**src/rtl/fcg_pkg.sv**
```systemverilog
package fcg_pkg;
  typedef enum logic [1:0] {
    FC_ACTIVE  = 2'b00,
    FC_PASSIVE = 2'b01,
    FC_BUSOFF  = 2'b10
  } fc_state_e;
endpackage

```
**src/rtl/fcg_err_counter.sv**
```systemverilog
// Saturating up/down error tally with clear and freeze controls.
module fcg_err_counter #(
  parameter int CNT_W = 9,
  parameter int STEP  = 1
) (
  input  logic             clk,
  input  logic             rst_n,
  input  logic             clr,
  input  logic             hold,
  input  logic             bump,
  input  logic             drop,
  output logic [CNT_W-1:0] val
);
  localparam logic [CNT_W-1:0] MAXV   = '1;
  localparam logic [CNT_W-1:0] STEP_V = CNT_W'(STEP);
  localparam logic [CNT_W-1:0] HEAD   = MAXV - STEP_V;
  localparam logic [CNT_W-1:0] ONE    = CNT_W'(1);

  logic [CNT_W-1:0] nxt;

  always_comb begin
    nxt = val;
    if (clr) begin
      nxt = '0;
    end else if (!hold) begin
      if (bump) begin
        nxt = (val > HEAD) ? MAXV : val + STEP_V;
      end else if (drop && val != '0) begin
        nxt = val - ONE;
      end
    end
  end

  always_ff @(posedge clk or negedge rst_n) begin
    if (!rst_n) val <= '0;
    else        val <= nxt;
  end
endmodule

```
**src/rtl/fcg_recovery.sv**
```systemverilog
// Counts recessive-idle events while bus off and flags the last one.
module fcg_recovery #(
  parameter int RECOVER_CNT = 128
) (
  input  logic clk,
  input  logic rst_n,
  input  logic clr,
  input  logic bus_off,
  input  logic tick,
  output logic done
);
  localparam int RW = $clog2(RECOVER_CNT + 1);
  localparam logic [RW-1:0] LAST = RW'(RECOVER_CNT - 1);
  localparam logic [RW-1:0] ONE  = RW'(1);

  logic [RW-1:0] cnt;

  assign done = bus_off && tick && (cnt == LAST);

  always_ff @(posedge clk or negedge rst_n) begin
    if (!rst_n) begin
      cnt <= '0;
    end else if (clr || !bus_off || done) begin
      cnt <= '0;
    end else if (tick) begin
      cnt <= cnt + ONE;
    end
  end
endmodule

```
**src/rtl/fcg_state_decode.sv**
```systemverilog
// Derives the confinement state and warning from the two tallies.
module fcg_state_decode #(
  parameter int CNT_W       = 9,
  parameter int WARN_LVL    = 96,
  parameter int PASSIVE_LVL = 128,
  parameter int BUSOFF_LVL  = 256
) (
  input  logic [CNT_W-1:0] rec,
  input  logic [CNT_W-1:0] tec,
  output fcg_pkg::fc_state_e state,
  output logic             warn,
  output logic             bus_off
);
  localparam logic [CNT_W-1:0] WARN_V = CNT_W'(WARN_LVL);
  localparam logic [CNT_W-1:0] PASS_V = CNT_W'(PASSIVE_LVL);
  localparam logic [CNT_W-1:0] OFF_V  = CNT_W'(BUSOFF_LVL);

  logic passive;

  assign bus_off = (tec >= OFF_V);
  assign passive = (tec >= PASS_V) || (rec >= PASS_V);
  assign warn    = (tec >= WARN_V) || (rec >= WARN_V);

  always_comb begin
    if (bus_off)      state = fcg_pkg::FC_BUSOFF;
    else if (passive) state = fcg_pkg::FC_PASSIVE;
    else              state = fcg_pkg::FC_ACTIVE;
  end
endmodule

```
**src/rtl/can_fault_guard.sv**
```systemverilog
module can_fault_guard #(
  parameter int CNT_W       = 9,
  parameter int TX_STEP     = 8,
  parameter int RX_STEP     = 1,
  parameter int WARN_LVL    = 96,
  parameter int PASSIVE_LVL = 128,
  parameter int BUSOFF_LVL  = 256,
  parameter int RECOVER_CNT = 128
) (
  input  logic             clk,
  input  logic             rst_n,
  input  logic             init,
  input  logic             rx_err,
  input  logic             tx_err,
  input  logic             rx_ok,
  input  logic             tx_ok,
  input  logic             idle11,
  output logic [CNT_W-1:0] rec_val,
  output logic [CNT_W-1:0] tec_val,
  output logic [1:0]       node_state,
  output logic             warn
);
  fcg_pkg::fc_state_e st;
  logic bus_off;
  logic rec_done;
  logic wipe;

  assign wipe = init || rec_done;

  fcg_err_counter #(.CNT_W(CNT_W), .STEP(RX_STEP)) u_rx_cnt (
    .clk(clk), .rst_n(rst_n), .clr(wipe), .hold(bus_off),
    .bump(rx_err), .drop(rx_ok), .val(rec_val)
  );

  fcg_err_counter #(.CNT_W(CNT_W), .STEP(TX_STEP)) u_tx_cnt (
    .clk(clk), .rst_n(rst_n), .clr(wipe), .hold(bus_off),
    .bump(tx_err), .drop(tx_ok), .val(tec_val)
  );

  fcg_recovery #(.RECOVER_CNT(RECOVER_CNT)) u_recov (
    .clk(clk), .rst_n(rst_n), .clr(init), .bus_off(bus_off),
    .tick(idle11), .done(rec_done)
  );

  fcg_state_decode #(
    .CNT_W(CNT_W), .WARN_LVL(WARN_LVL),
    .PASSIVE_LVL(PASSIVE_LVL), .BUSOFF_LVL(BUSOFF_LVL)
  ) u_dec (
    .rec(rec_val), .tec(tec_val), .state(st), .warn(warn), .bus_off(bus_off)
  );

  assign node_state = st;
endmodule

```
**config.mk**
```make
export PLATFORM = sky130hd
export DESIGN_NAME = can_fault_guard
export DESIGN_NICKNAME = d
export VERILOG_FILES = /design/src/rtl/fcg_pkg.sv /design/src/rtl/fcg_err_counter.sv /design/src/rtl/fcg_recovery.sv /design/src/rtl/fcg_state_decode.sv /design/src/rtl/can_fault_guard.sv
export SDC_FILE = /design/constraint.sdc
export NUM_CORES = 1
export LEC_CHECK = 0
export BUFFER_PORTS_ARGS = -buffer_cell sky130_fd_sc_hd__buf_4
export CELL_PAD_IN_SITES_DETAIL_PLACEMENT = 1
export CELL_PAD_IN_SITES_GLOBAL_PLACEMENT = 1
export CORE_MARGIN = 4
export CORE_UTILIZATION = 43
export CTS_BUF_LIST = sky130_fd_sc_hd__clkbuf_16
export DETAILED_ROUTE_END_ITERATION = 8
export GPL_TIMING_DRIVEN = 0
export PLACE_DENSITY = 0.87
export SYNTH_ARGS = -nofsm -noshare
export SYNTH_HDL_FRONTEND = slang
export SYNTH_SLANG_ARGS = --single-unit
```
**constraint.sdc**
```tcl
create_clock -name clk -period 2.85 [get_ports clk]
set_input_delay 0.1425 -clock clk [delete_from_list [all_inputs] [get_ports clk]]
set_output_delay 0.1425 -clock clk [all_outputs]
set_load 0.005 [all_outputs]
```
==> metrics.txt <==
Cells after DPL 317; Combinational Power Share 44.8%; Period minus WS final 2.34 ns; Multi-input gate area 0.00123 mm2; Die H 76.1 um; die area 0.00579 mm2; sequential element share of the synthesized area 32.6%; largest net degree at the start of global routing 27; area leader, netlist dfrtp_1; ys async rst share 100%; most common cell after layout, fill and taps aside buf_4; DRT iter0 DRCs 132; yosys warns 0; ys flop type dfrtp_1; clock share of power 22.2%; Hold WC Path Type in2reg; layout cells sized above 1 16.3%; Switching Share 38.2%; area of the mapped netlist 0.00199 mm2; remaining antenna violation count after routing 0; DRT Wirelength 5.59 mm; MaxCap Viol Count 0; Hold Crit Start init; max layer used met4; Crit path max-delay family compound AO/OA/AOI/OAI gates; Reg power frac 33.0%; CTS tree built; Pleak 1.03 nW; CP arrival 2.49 ns; Clock Skews 0.00184 ns; DR WL/cell 17.4 um; Reg-to-Reg Start u_rx_cnt.val[1]; post-cts gate resize count 0; Max Root-Sink Buffers 2; Vias 1929; wl on met1 2.81 mm; crit path launch type flop; fin cells 322; total power 0.00146 W; Post-synth EDFFs 0; global-route wire length before repair 9.53 mm; final number of hold-violating endpoints 0; fin util 53.3%; Worst EP required 3.00 ns; Slew Limit Headroom 57.4%; Via density 5.99; Cells after Synth 238; Pwr Density 619 mW/mm2; setup TNS 0 ns; status complete, no violations; met2 WL 2.52 mm; initial antenna violation count 0; Max stage delay cell, worst path o21ai_2; starting density of the core 45.2%; ranking of synthesized cells by area dfrtp_1 33%, ha_1 6.9%, nor2_1 4.7%; post-synth net total 257; Die W 76.1 um; Sw Pwr 0.000556 W; Synth Register Bits 26; CTS root buf clkbuf_16; final setup fails 0; IO Count 29; Post-CTS Setup Repair Bufs 0; DRT Pass-1 Iters 4; CP Max Fanout 9; most frequent cells in the layout 28 x buf_4, 26 x dfrtp_1, 25 x nor2_1, 20 x nand2_1, 14 x clkbuf_1; Critical Path Source u_rx_cnt.val[1]; RSZ-0062 raised after global routing false; final worst-path cycle share 82.1%; Final HPWL DP 4.12 mm; grt ovf 0; slowest stage delay, CP 0.43 ns; Pint 0.000900 W; row count 24; worst slack, placed 0.553 ns; fill count 543; peak supply drop 0.279 mV; WP buf/inv 2; Slew Limit Fails 0; Area Overhead vs Synth 17.9%; number of port buffers 27; number of global-route vias before repair 1934; critical-path cell list clkbuf_1 > inv_1 > ha_1 > or3b_2 > nor3_2 > o21ai_2 > o21ai_0 > a32o_1; Worst-path clk slew 0.07 ns; wire length on met3 166 um; Core Box Area 0.00441 mm2; Critical Path Sink Type flop; n_diodes 0; critical path class reg2reg; DR DRC count 0; cts hold-fix bufs 1; Worst Tran Pin Value 0.639 ns; mean post-synth cell area 8.38 um2; Peak Freq 427 MHz; Synth top area share 32.6%; H-Tree Depth 1; CTS buffer count 3; register area 651 um2; clock sink count 26; Cell variety after synth 55; Tot GR Track Use 19.6%; fin nets 290; clk_lat worst skew 0.26 ns; Setup WS post-layout 0.510 ns; gp weighted congestion 0.874
per-stage QoR:
| step | instance area (um2) | hold slack, ns |
|---|---|---|
| after global routing | 2350 | 0.302 |
| final | 2350 | 0.279 |
| after CTS | 2350 | 0.283 |
| after floorplan | 1990 | -0.153 |
| after global placement | 2260 | 0.0795 |
| after detailed placement | 2260 | 0.0812 |
layout make-up:
| type | count | area share (%) |
|---|---|---|
| multi-input combinational | 183 | 52.2 |
| sequential | 26 | 27.7 |
| timing repair buffer | 28 | 9.05 |
| buffer | 19 | 3.35 |
| clock buffer | 3 | 3.19 |
| tap | 52 | 2.77 |
| inverter | 10 | 1.60 |
| clock inverter | 1 | 0.160 |
synthesized netlist by cell type (3+ instances only):
cell type   n
a21oi_1    13
clkbuf_1   14
nand2b_1    4
nand2_1    20
o31ai_1     3
buf_2       3
a31oi_1     3
xor2_1      5
nor3_1      9
inv_1      10
o21ai_0     8
nand3_1     7
nand4_1    10
and3_1      3
nor2_1     25
a32o_1      3
nor4_1      5
or3_1       4
ha_1       11
xnor2_1     8
dfrtp_1    26
flip-flops by register name, indices dropped and copies added, names as in the netlist:
signal	count
u_rx_cnt.val	9
u_recov.cnt	8
u_tx_cnt.val	9
tightest hold or removal path, delay by kind of cell:
| kind | cells | cell delay [ns] |
|---|---|---|
| compound gates | 3 | 0.21 |
| buf+inv | 1 | 0.16 |
layer usage:
layer | up-vias | global-route usage (%)
met5 | - | 0
met3 | 8 | 2.96
met2 | 37 | 30.9
met4 | 0 | 4.90
li1 | 936 | -
met1 | 948 | 27.9
cells by family after synthesis:
logic type	count (synthesis)	share of synthesized area (%)
buf+inv	29	5.83
compound gates	52	18.1
xor+xnor	13	5.71
fa+ha+maj	11	6.90
mux	2	1.00
simple gates	105	29.9
flops	26	32.6
worst paths after layout:
kind / end / slack [ns] / cells after the start
hold reg to reg: u_recov.cnt[6] / 0.55 / 2
max in group asynchronous: u_rx_cnt.val[6] / 2.25 / 2
setup / recovery: u_rx_cnt.val[5] / 0.51 / 8
min in group asynchronous: u_recov.cnt[4] / 0.34 / 2
hold / removal: u_rx_cnt.val[8] / 0.28 / 4
setup reg to reg: u_rx_cnt.val[5] / 0.51 / 8
power by group through the flow:
stage	registers [W]	logic [W]	clock network, W
4_1_cts	0.000480	0.000653	0.000327
2_1_floorplan	0.000476	0.000427	0
6_report	0.000481	0.000651	0.000323
3_5_place_dp	0.000487	0.000648	0
3_3_place_gp	0.000486	0.000630	0
5_1_grt	0.000491	0.000722	0.000351
Note: power is estimated with default switching activity, not from simulation.
